<file path="src/rtl/cyc_timer_pkg.sv">
package cyc_timer_pkg;
  localparam int CNT_W  = 16;
  localparam int ADDR_W = 3;

  localparam logic [ADDR_W-1:0] ADR_MODE  = 3'd0;
  localparam logic [ADDR_W-1:0] ADR_COUNT = 3'd1;
  localparam logic [ADDR_W-1:0] ADR_HOLDA = 3'd2;
  localparam logic [ADDR_W-1:0] ADR_HOLDB = 3'd3;
  localparam logic [ADDR_W-1:0] ADR_FLAGS = 3'd4;

  localparam logic [2:0] M_EVT_FALL  = 3'b000;
  localparam logic [2:0] M_EVT_RISE  = 3'b001;
  localparam logic [2:0] M_CAP_RR    = 3'b010;
  localparam logic [2:0] M_CAP_FF    = 3'b011;
  localparam logic [2:0] M_PWM_QUIET = 3'b100;
  localparam logic [2:0] M_PWM_TOG   = 3'b101;
  localparam logic [2:0] M_CAP_RF    = 3'b110;
  localparam logic [2:0] M_CAP_FF2   = 3'b111;

  function automatic logic is_pwm(input logic [2:0] m);
    return m[2:1] == 2'b10;
  endfunction

  function automatic logic is_evt(input logic [2:0] m);
    return m[2:1] == 2'b00;
  endfunction

  function automatic logic is_cap(input logic [2:0] m);
    return m[1];
  endfunction
endpackage

</file>
<file path="src/rtl/cyc_timer_edge.sv">
module cyc_timer_edge #(
  parameter int STAGES = 2
) (
  input  logic clk,
  input  logic rst,
  input  logic ce,
  input  logic pin,
  output logic rise,
  output logic fall
);
  logic [STAGES-1:0] sync_q;
  logic              last_q;
  logic              synced;

  assign synced = sync_q[STAGES-1];

  always_ff @(posedge clk) begin
    if (rst) begin
      sync_q <= '0;
      last_q <= 1'b0;
    end else begin
      sync_q <= {sync_q[STAGES-2:0], pin};
      if (ce) last_q <= synced;
    end
  end

  // Edges are judged only on enable cycles, so one edge gives one pulse.
  assign rise = ce & synced & ~last_q;
  assign fall = ce & ~synced & last_q;
endmodule

</file>
<file path="src/rtl/cyc_timer_count.sv">
module cyc_timer_count
  import cyc_timer_pkg::*;
#(
  parameter int W = CNT_W
) (
  input  logic         clk,
  input  logic         rst,
  input  logic         ce,
  input  logic         run,
  input  logic [2:0]   mode,
  input  logic         a_rise,
  input  logic         a_fall,
  input  logic         cnt_wr,
  input  logic         mode_wr,
  input  logic [W-1:0] wdata,
  input  logic [W-1:0] hold_a,
  input  logic [W-1:0] hold_b,
  output logic [W-1:0] count_q,
  output logic         phase_q,
  output logic         tick,
  output logic         ev_uf,
  output logic         ev_ld_a,
  output logic         ev_ld_b,
  output logic         pin_out_q
);
  localparam logic [W-1:0] ONE = W'(1);

  logic pwm, evt, evt_edge, uf;

  assign pwm      = is_pwm(mode);
  assign evt      = is_evt(mode);
  assign evt_edge = mode[0] ? a_rise : a_fall;
  assign tick     = run & (evt ? evt_edge : ce);
  assign uf       = tick & (count_q == '0) & ~cnt_wr;

  assign ev_uf   = uf & ~pwm;
  assign ev_ld_a = uf & pwm & ~phase_q;
  assign ev_ld_b = uf & pwm & phase_q;

  always_ff @(posedge clk) begin
    if (rst) begin
      count_q   <= '0;
      phase_q   <= 1'b0;
      pin_out_q <= 1'b0;
    end else begin
      if (cnt_wr) begin
        count_q <= wdata;
      end else if (tick) begin
        if (uf && pwm) count_q <= phase_q ? hold_b : hold_a;
        else           count_q <= count_q - ONE;
      end

      if (mode_wr && run)  phase_q <= 1'b0;
      else if (uf && pwm)  phase_q <= ~phase_q;

      if (uf && mode == M_PWM_TOG) pin_out_q <= ~pin_out_q;
    end
  end
endmodule

</file>
<file path="src/rtl/cyc_timer_regs.sv">
module cyc_timer_regs
  import cyc_timer_pkg::*;
#(
  parameter int W  = CNT_W,
  parameter int AW = ADDR_W
) (
  input  logic          clk,
  input  logic          rst,
  input  logic          wr_en,
  input  logic [AW-1:0] wr_addr,
  input  logic [W-1:0]  wr_data,
  input  logic [AW-1:0] rd_addr,
  input  logic [W-1:0]  count,
  input  logic          a_rise,
  input  logic          a_fall,
  input  logic          b_rise,
  input  logic          b_fall,
  input  logic          ev_uf,
  input  logic          ev_ld_a,
  input  logic          ev_ld_b,
  output logic [2:0]    mode_q,
  output logic [W-1:0]  hold_a_q,
  output logic [W-1:0]  hold_b_q,
  output logic          flag_a_q,
  output logic          flag_b_q,
  output logic [W-1:0]  rd_data_q,
  output logic          cnt_wr,
  output logic          mode_wr,
  output logic          clr_a
);
  logic wr_ha, wr_hb, wr_fl, clr_b;
  logic a_sel, b_sel, cap_a, cap_b, set_a, set_b;

  assign mode_wr = wr_en && wr_addr == ADR_MODE;
  assign cnt_wr  = wr_en && wr_addr == ADR_COUNT;
  assign wr_ha   = wr_en && wr_addr == ADR_HOLDA;
  assign wr_hb   = wr_en && wr_addr == ADR_HOLDB;
  assign wr_fl   = wr_en && wr_addr == ADR_FLAGS;
  assign clr_a   = wr_fl & wr_data[0];
  assign clr_b   = wr_fl & wr_data[1];

  // Edge polarity per capture mode.
  assign a_sel = (mode_q == M_CAP_FF || mode_q == M_CAP_FF2) ? a_fall : a_rise;
  assign b_sel = (mode_q == M_CAP_RR) ? b_rise : b_fall;
  assign cap_a = is_cap(mode_q) & a_sel;
  assign cap_b = is_cap(mode_q) & b_sel;

  assign set_a = cap_a | ev_uf | ev_ld_a;
  assign set_b = cap_b | (is_evt(mode_q) & b_rise) | ev_ld_b;

  always_ff @(posedge clk) begin
    if (rst) begin
      mode_q    <= '0;
      hold_a_q  <= '0;
      hold_b_q  <= '0;
      flag_a_q  <= 1'b0;
      flag_b_q  <= 1'b0;
      rd_data_q <= '0;
    end else begin
      if (mode_wr) mode_q <= wr_data[2:0];

      if (cap_a)      hold_a_q <= count;
      else if (wr_ha) hold_a_q <= wr_data;

      if (cap_b)      hold_b_q <= count;
      else if (wr_hb) hold_b_q <= wr_data;

      flag_a_q <= set_a | (flag_a_q & ~clr_a);
      flag_b_q <= set_b | (flag_b_q & ~clr_b);

      case (rd_addr)
        ADR_MODE:  rd_data_q <= W'(mode_q);
        ADR_COUNT: rd_data_q <= count;
        ADR_HOLDA: rd_data_q <= hold_a_q;
        ADR_HOLDB: rd_data_q <= hold_b_q;
        ADR_FLAGS: rd_data_q <= W'({flag_b_q, flag_a_q});
        default:   rd_data_q <= '0;
      endcase
    end
  end
endmodule

</file>
<file path="src/rtl/cyc_timer.sv">
module cyc_timer
  import cyc_timer_pkg::*;
#(
  parameter int W         = CNT_W,
  parameter int AW        = ADDR_W,
  parameter int SYNC_STGS = 2
) (
  input  logic          clk,
  input  logic          rst,
  input  logic          ce,
  input  logic          run,
  input  logic          wr_en,
  input  logic [AW-1:0] wr_addr,
  input  logic [W-1:0]  wr_data,
  input  logic [AW-1:0] rd_addr,
  output logic [W-1:0]  rd_data,
  input  logic          pin_a_in,
  input  logic          pin_b_in,
  output logic          pin_a_out,
  output logic          irq_a,
  output logic          irq_b
);
  localparam int NPINS = 2;

  logic [NPINS-1:0] pins, rise, fall;
  logic [2:0]       mode_q;
  logic [W-1:0]     count_q, hold_a_q, hold_b_q;
  logic             phase_q, tick, ev_uf, ev_ld_a, ev_ld_b;
  logic             cnt_wr, mode_wr, clr_a;

  assign pins = {pin_b_in, pin_a_in};

  for (genvar g = 0; g < NPINS; g++) begin : g_pin
    cyc_timer_edge #(.STAGES(SYNC_STGS)) u_edge (
      .clk (clk),
      .rst (rst),
      .ce  (ce),
      .pin (pins[g]),
      .rise(rise[g]),
      .fall(fall[g])
    );
  end

  cyc_timer_count #(.W(W)) u_count (
    .clk      (clk),
    .rst      (rst),
    .ce       (ce),
    .run      (run),
    .mode     (mode_q),
    .a_rise   (rise[0]),
    .a_fall   (fall[0]),
    .cnt_wr   (cnt_wr),
    .mode_wr  (mode_wr),
    .wdata    (wr_data),
    .hold_a   (hold_a_q),
    .hold_b   (hold_b_q),
    .count_q  (count_q),
    .phase_q  (phase_q),
    .tick     (tick),
    .ev_uf    (ev_uf),
    .ev_ld_a  (ev_ld_a),
    .ev_ld_b  (ev_ld_b),
    .pin_out_q(pin_a_out)
  );

  cyc_timer_regs #(.W(W), .AW(AW)) u_regs (
    .clk      (clk),
    .rst      (rst),
    .wr_en    (wr_en),
    .wr_addr  (wr_addr),
    .wr_data  (wr_data),
    .rd_addr  (rd_addr),
    .count    (count_q),
    .a_rise   (rise[0]),
    .a_fall   (fall[0]),
    .b_rise   (rise[1]),
    .b_fall   (fall[1]),
    .ev_uf    (ev_uf),
    .ev_ld_a  (ev_ld_a),
    .ev_ld_b  (ev_ld_b),
    .mode_q   (mode_q),
    .hold_a_q (hold_a_q),
    .hold_b_q (hold_b_q),
    .flag_a_q (irq_a),
    .flag_b_q (irq_b),
    .rd_data_q(rd_data),
    .cnt_wr   (cnt_wr),
    .mode_wr  (mode_wr),
    .clr_a    (clr_a)
  );
endmodule

</file>
<file path="config.mk">
export PLATFORM = sky130hd
export DESIGN_NAME = cyc_timer
export DESIGN_NICKNAME = d
export VERILOG_FILES = /design/src/rtl/cyc_timer_pkg.sv /design/src/rtl/cyc_timer_edge.sv /design/src/rtl/cyc_timer_count.sv /design/src/rtl/cyc_timer_regs.sv /design/src/rtl/cyc_timer.sv
export SDC_FILE = /design/constraint.sdc
export NUM_CORES = 1
export LEC_CHECK = 0
export BUFFER_PORTS_ARGS = -buffer_cell sky130_fd_sc_hd__buf_2
export CAP_MARGIN = 20
export CORE_MARGIN = 10
export CORE_UTILIZATION = 40
export CTS_BUF_LIST = sky130_fd_sc_hd__clkbuf_8
export CTS_CLUSTER_SIZE = 25
export DETAILED_ROUTE_END_ITERATION = 8
export PLACE_DENSITY = 0.68
export SKIP_CTS_REPAIR_TIMING = 1
export SYNTH_ARGS = -nofsm -noshare
export SYNTH_HDL_FRONTEND = slang
export SYNTH_HIERARCHICAL = 1
export SYNTH_SLANG_ARGS = --single-unit
</file>
<file path="constraint.sdc">
create_clock -name clk -period 4.63 [get_ports clk]
set_input_delay 0.2315 -clock clk [delete_from_list [all_inputs] [get_ports clk]]
set_output_delay 0.2315 -clock clk [all_outputs]
set_load 0.1 [all_outputs]
</file>
# Word level (Yosys, flattened, before mapping)

Index checks and enable logic that the tools add are counted.

Bits in registers: 77
Input bits: 29
Output and inout bits: 19
Word-level logic and storage cells: 95

$add $sub $neg: 1
Eq/ne operators: 13
Muxes and demuxes: 13
Bitwise gates (word level): 38
Reduce and logical (&&, ||, !) cells: 17

Operator list:

| operator                | number |
|---|---|
| $mux W16                | 8 |
| $pmux W16 S5            | 1 |
| $and A1 B1 Y1           | 22 |
| $eq A3 B2 Y1 const B    | 6 |
| $logic_not A16 Y1       | 1 |
| $sub A16 B1 Y16 const B | 1 |
| $eq A3 B3 Y1 const B    | 4 |
| $not A1 Y1              | 10 |
| $logic_and A1 B1 Y1     | 8 |
| $eq A3 B1 Y1 const B    | 2 |
| $logic_not A3 Y1        | 2 |
| $or A1 B1 Y1            | 6 |
| $reduce_bool A2 Y1      | 3 |
| $mux W1                 | 4 |
| $eq A2 B2 Y1 const B    | 1 |
| $logic_not A2 Y1        | 1 |
| $reduce_or A2 Y1        | 1 |
| $logic_or A1 B1 Y1      | 1 |

# Depth between registers and ports, before layout

Word-level depth: 12
Gate-level depth with buffers: 9
Depth with buffers taken out: 9

# Modules after synthesis

Netlist, hierarchy kept.

By module, submodules not included:

| module          | instances | cells each | area each (um^2) | sequential area each (um^2) |
|---|---|---|---|---|
| cyc_timer_regs  | 1         | 294        | 2,720.1          | 1,061.0 |
| cyc_timer_count | 1         | 199        | 1,556.5          | 360.3 |
| cyc_timer_edge  | 2         | 10         | 111.4            | 60.1 |

# Worst setup path after synthesis

OpenSTA, ideal clock, no wires.

Kind: input -> register
From: in wr_addr[2]
To: reg u_count.count_q[1]
Setup time: 0.115 ns
Arrival: 2.063 ns
Required time: 4.515 ns
Slack: 2.453 ns
Stages: 7
Buffers on the path: 2
Cells stage by stage: and4bb_2 -> clkbuf_1 -> or3_1 -> clkbuf_1 -> nor3_2 -> mux2_2 -> a2111oi_0

Cells in the longest elaborated chain, start to end: 8
Elaborated cells between the ends (all ways): 9
Classes of those cells: eq/ne: 1; mux: 3; bitwise: 2; reduce/logical: 3

Ends and longest elaborated chain:

| element               | line                  | text |
|---|---|---|
| start, declared       | cyc_timer.sv:13       | `input logic [AW-1:0] wr_addr,` |
| $eq A3 B1 Y1 *        | cyc_timer_regs.sv:35  | `assign cnt_wr = wr_en && wr_addr == ADR_COUNT;` |
| $logic_and A1 B1 Y1 * | cyc_timer_regs.sv:35  |  |
| $not A1 Y1            | cyc_timer_count.sv:34 | `assign uf = tick & (count_q == '0) & ~cnt_wr;` |
| $and A1 B1 Y1         | cyc_timer_count.sv:34 |  |
| $logic_and A1 B1 Y1   | cyc_timer_count.sv:49 | `if (uf && pwm) count_q <= phase_q ? hold_b : hold_a;` |
| $mux W16              | cyc_timer_count.sv:49 |  |
| $mux W16              | cyc_timer_count.sv:48 | `end else if (tick) begin` |
| $mux W16              | cyc_timer_count.sv:46 | `if (cnt_wr) begin` |
| end signal, assigned  | cyc_timer_count.sv:47 | `count_q <= wdata;` |
| end signal, assigned  | cyc_timer_count.sv:49 |  |
| end signal, assigned  | cyc_timer_count.sv:50 | `else count_q <= count_q - ONE;` |
| end, declared         | cyc_timer_count.sv:18 | `output logic [W-1:0] count_q,` |

Mark *: on every way between the ends. The rest lies on a longest branch, timed or not. The select of a mux whose other input is x is not followed.
A chain may end at the register's enable or synchronous reset.

# Worst setup path after layout

From: reg u_count.count_q[2]
To: reg u_count.count_q[1]

Cells in the longest elaborated chain, start to end: 7

Ends and longest elaborated chain:

| element                     | line |
|---|---|
| $logic_not A16 Y1           | cyc_timer_count.sv:34 |
| $and A1 B1 Y1 (2 in series) | cyc_timer_count.sv:34 |
| $logic_and A1 B1 Y1         | cyc_timer_count.sv:49 |
| $mux W16                    | cyc_timer_count.sv:49 |
| $mux W16                    | cyc_timer_count.sv:48 |
| $mux W16                    | cyc_timer_count.sv:46 |

Every way passes these cells. The select of a mux whose other input is x is not followed.

==> metrics <==
top-count cell post-synth dfxtp_1; Synth area leader dfxtp_1; max-slew violation count 0; via count a little over 4k; 1st-iter DRT viols 386; final setup vio count 0; Crit path max-delay family simple AND/OR/NAND/NOR gates; clk sinks 77; row cnt 38; reg-to-reg endpoint u_count/count_q[1]$_SDFFE_PP0P_; register area share after synthesis roughly a third; share of cells above drive strength 1 around 25%; R2R Path Start u_count/count_q[2]$_SDFFE_PP0P_; DR vias/cell a little over 6; Final HPWL DP slightly below 9000 µm; die width around 130 µm; crit-path max cell delay ~0.54 ns; vias in the first global route between 4k and 5k; f_max 0.3842 GHz; Starting Density 41.14%; ranking of synthesized cells by area dfxtp_1, a311oi_2, nor2_1; R2R cell count 5; Hold Crit Start pin_b_in; worst vdd ir 0.0001239 V; initial antenna violation count 0; first-pass GRT wire length around 21000 µm; Final Cell Area about 0.0049 mm²; crit path cell chain nor4_1, nand4_1, nor3_2, mux2_2, a2111oi_0; largest net degree at the start of global routing 36; Clk pin slew, worst setup/hold paths around 0.080 ns; Residual DRC 0; TritonCTS clock tree yes; drt pass-1 iters 5; area of the multi-input gates approximately 0.0027 mm²; RD Place Congestion 0.9469; Commonest cells post-synth dfxtp_1, nor2_1, nand2_1, a311oi_2, mux2_2; met3 wire length slightly below 1000 µm; H-tree Lvls 3; die area roughly 0.016 mm²; Post-Route WL approximately 13000 µm; RSZ-0062 raised after global routing false; Worst-Skew Late Latency roughly 0.36 ns; Post-Syn Nets between 500 and 600; Worst EP required 4.88 ns; type of origin of the critical path register; Sequential cell area roughly 0.0015 mm²; Cell Pwr Density around 290 mW/mm²; Pwr Total 1.429 mW; Post-synth EDFFs 0; NumNets Final approximately 570; Detail Route met2 WL about 6300 µm; Inserted Diodes 0; Fin Hold WS about 0.082 ns; cells after synthesis about 510; end of the worst hold path g_pin[1].u_edge/sync_q[0]$_SDFF_PP0_; Worst setup EP type register; CTS buffer count 9; Mapped Avg Cell Area a little under 9 µm²; M1 WL between 5000 and 6000 µm; Area Growth Syn to Fin 8.454%; period utilization a little under three fifths; Crit-path slowest cell nor4_1; dominant synthesized flop cell dfxtp_1; setup TNS 0 ns; slew margin rel. between 30% and 40%; final worst setup slack between 2 and 2.5 ns; die height between 100 and 150 µm; worst setup path startpoint u_count/count_q[2]$_SDFFE_PP0P_; drt wl/cell a little under 20 µm; Post-Synthesis Cell Area about 0.0045 mm²; Crit Path Class register to register; CP arrival between 2 and 3 ns; Tmin final approximately 2.6 ns; Final Hold Violating Endpoints 0; Leak Pwr between 1.5 and 2 nW; hold depth 2; dpl cell area 0.004696 mm²; outcome completed; fillers 1066; FFs w/ async S/R, synth 0%; Max Cap Viol 0; synth warn 6; Distinct cells, synth 70; Top Metal Used met4; CP Max Fanout 9; Max Clock Skew roughly 0.009 ns; global route overflow 0; top-area cell type share of the netlist area 34.26%; Worst-Margin Slew between 1 and 1.5 ns; Critical path buffers and inverters 0; Max Buffers Root-to-Sink 2; gr usage total 16.10%; Antenna Nets Post-Route 0; I/O pin cnt 48; FF+latch count, synth 77; clock root cell clkbuf_8; Hold Path Class input port to register; DP Worst Slack slightly below 2 ns; reg-to-reg setup timing slack about 2.0 ns; total core area 0.01094 mm²; # port buffers 47
-- per-layer routing --
layer | global-route usage (%) | vias to the layer above
met5 | 0 | -
met4 | 8.707 | 0
met3 | 3.565 | 28
met2 | 26.08 | 185
met1 | 19.43 | 1986
li1 | - | 1921
-- how the worst max path moves through the flow --
stage                                       end  slack, ns  cells past startpoint
2_1_floorplan   u_count/count_q[1]$_SDFFE_PP0P_       2.45                      7
3_3_place_gp    u_count/count_q[1]$_SDFFE_PP0P_       2.08                      6
3_5_place_dp    u_count/count_q[1]$_SDFFE_PP0P_       1.96                      6
4_1_cts         u_count/count_q[1]$_SDFFE_PP0P_       2.04                      5
5_1_grt        u_count/count_q[12]$_SDFFE_PP0P_       1.73                      5
6_report        u_count/count_q[1]$_SDFFE_PP0P_       2.03                      5
-- power breakdown --
group	switching, mW	total (mW)	internal, mW
clock	0.268	0.476	0.207
combinational	0.154	0.246	0.0923
sequential	0.0264	0.707	0.681
total	0.449	1.43	0.980
-- logic make-up (layout without fill, tap and decap cells) --
kind of cell	Yosys count	after routing	share of synthesized area, %
compound gates	119	119	23.42
xor+xnor	11	11	2.141
fa+ha+maj	2	2	0.5561
buf+inv	50	79	6.424
flops	77	77	34.26
mux	39	39	9.705
simple gates	215	215	23.50
-- final cells by class --
type                       count  share of cell area [%]
timing repair buffer          53                   5.744
tap                          140                   3.590
clock buffer                  10                   2.821
sequential                    77                   31.59
inverter                      10                  0.7692
multi-input combinational    386                   54.69
clock inverter                 6                  0.7949
-- metrics by stage --
stage                     util (%)  instances
final                        44.62        682
after global routing         44.62        682
after CTS                    44.55        681
after detailed placement     42.94        665
after global placement       42.94        665
after floorplan                  -        513
-- state kept, by name, summed over array words and instances, names as in the netlist, 2 cells and up --
register and flops:
u_regs/mode_q 3, g_pin.u_edge/sync_q 4, u_regs/hold_a_q 16, g_pin.u_edge/last_q 2
u_count/count_q 16, u_regs/hold_b_q 16, u_regs/rd_data_q 16
-- worst register-to-register path: cells and delay by family (launching register included) --
family          cells  cell delay (ns)
simple gates        3             1.35
flops               1             0.41
mux                 1             0.39
compound gates      1             0.35
-- cells in the final DEF, fill, tap and decap left out, types with 3 or more instances in the layout --
cell type  instances
a2111oi_0          4
a211o_1            3
a211oi_1           7
a21oi_1           13
a221oi_1           6
a22oi_1           14
a311oi_1           9
a311oi_2          24
a31oi_1            4
and4_1             3
buf_2             47
buf_4              6
clkbuf_8          10
clkinv_2           3
dfxtp_1           77
inv_1              9
mux2_2            23
mux2i_1           14
nand2_1           74
nand2b_1           5
nand3_1            4
nand4_1            3
nor2_1            75
nor2b_1            7
nor3_1            11
nor4_1             7
o21ai_0           14
o31ai_1            3
xnor2_1            7
xor2_1             4
No activity file was read; power rests on OpenSTA's default activity.
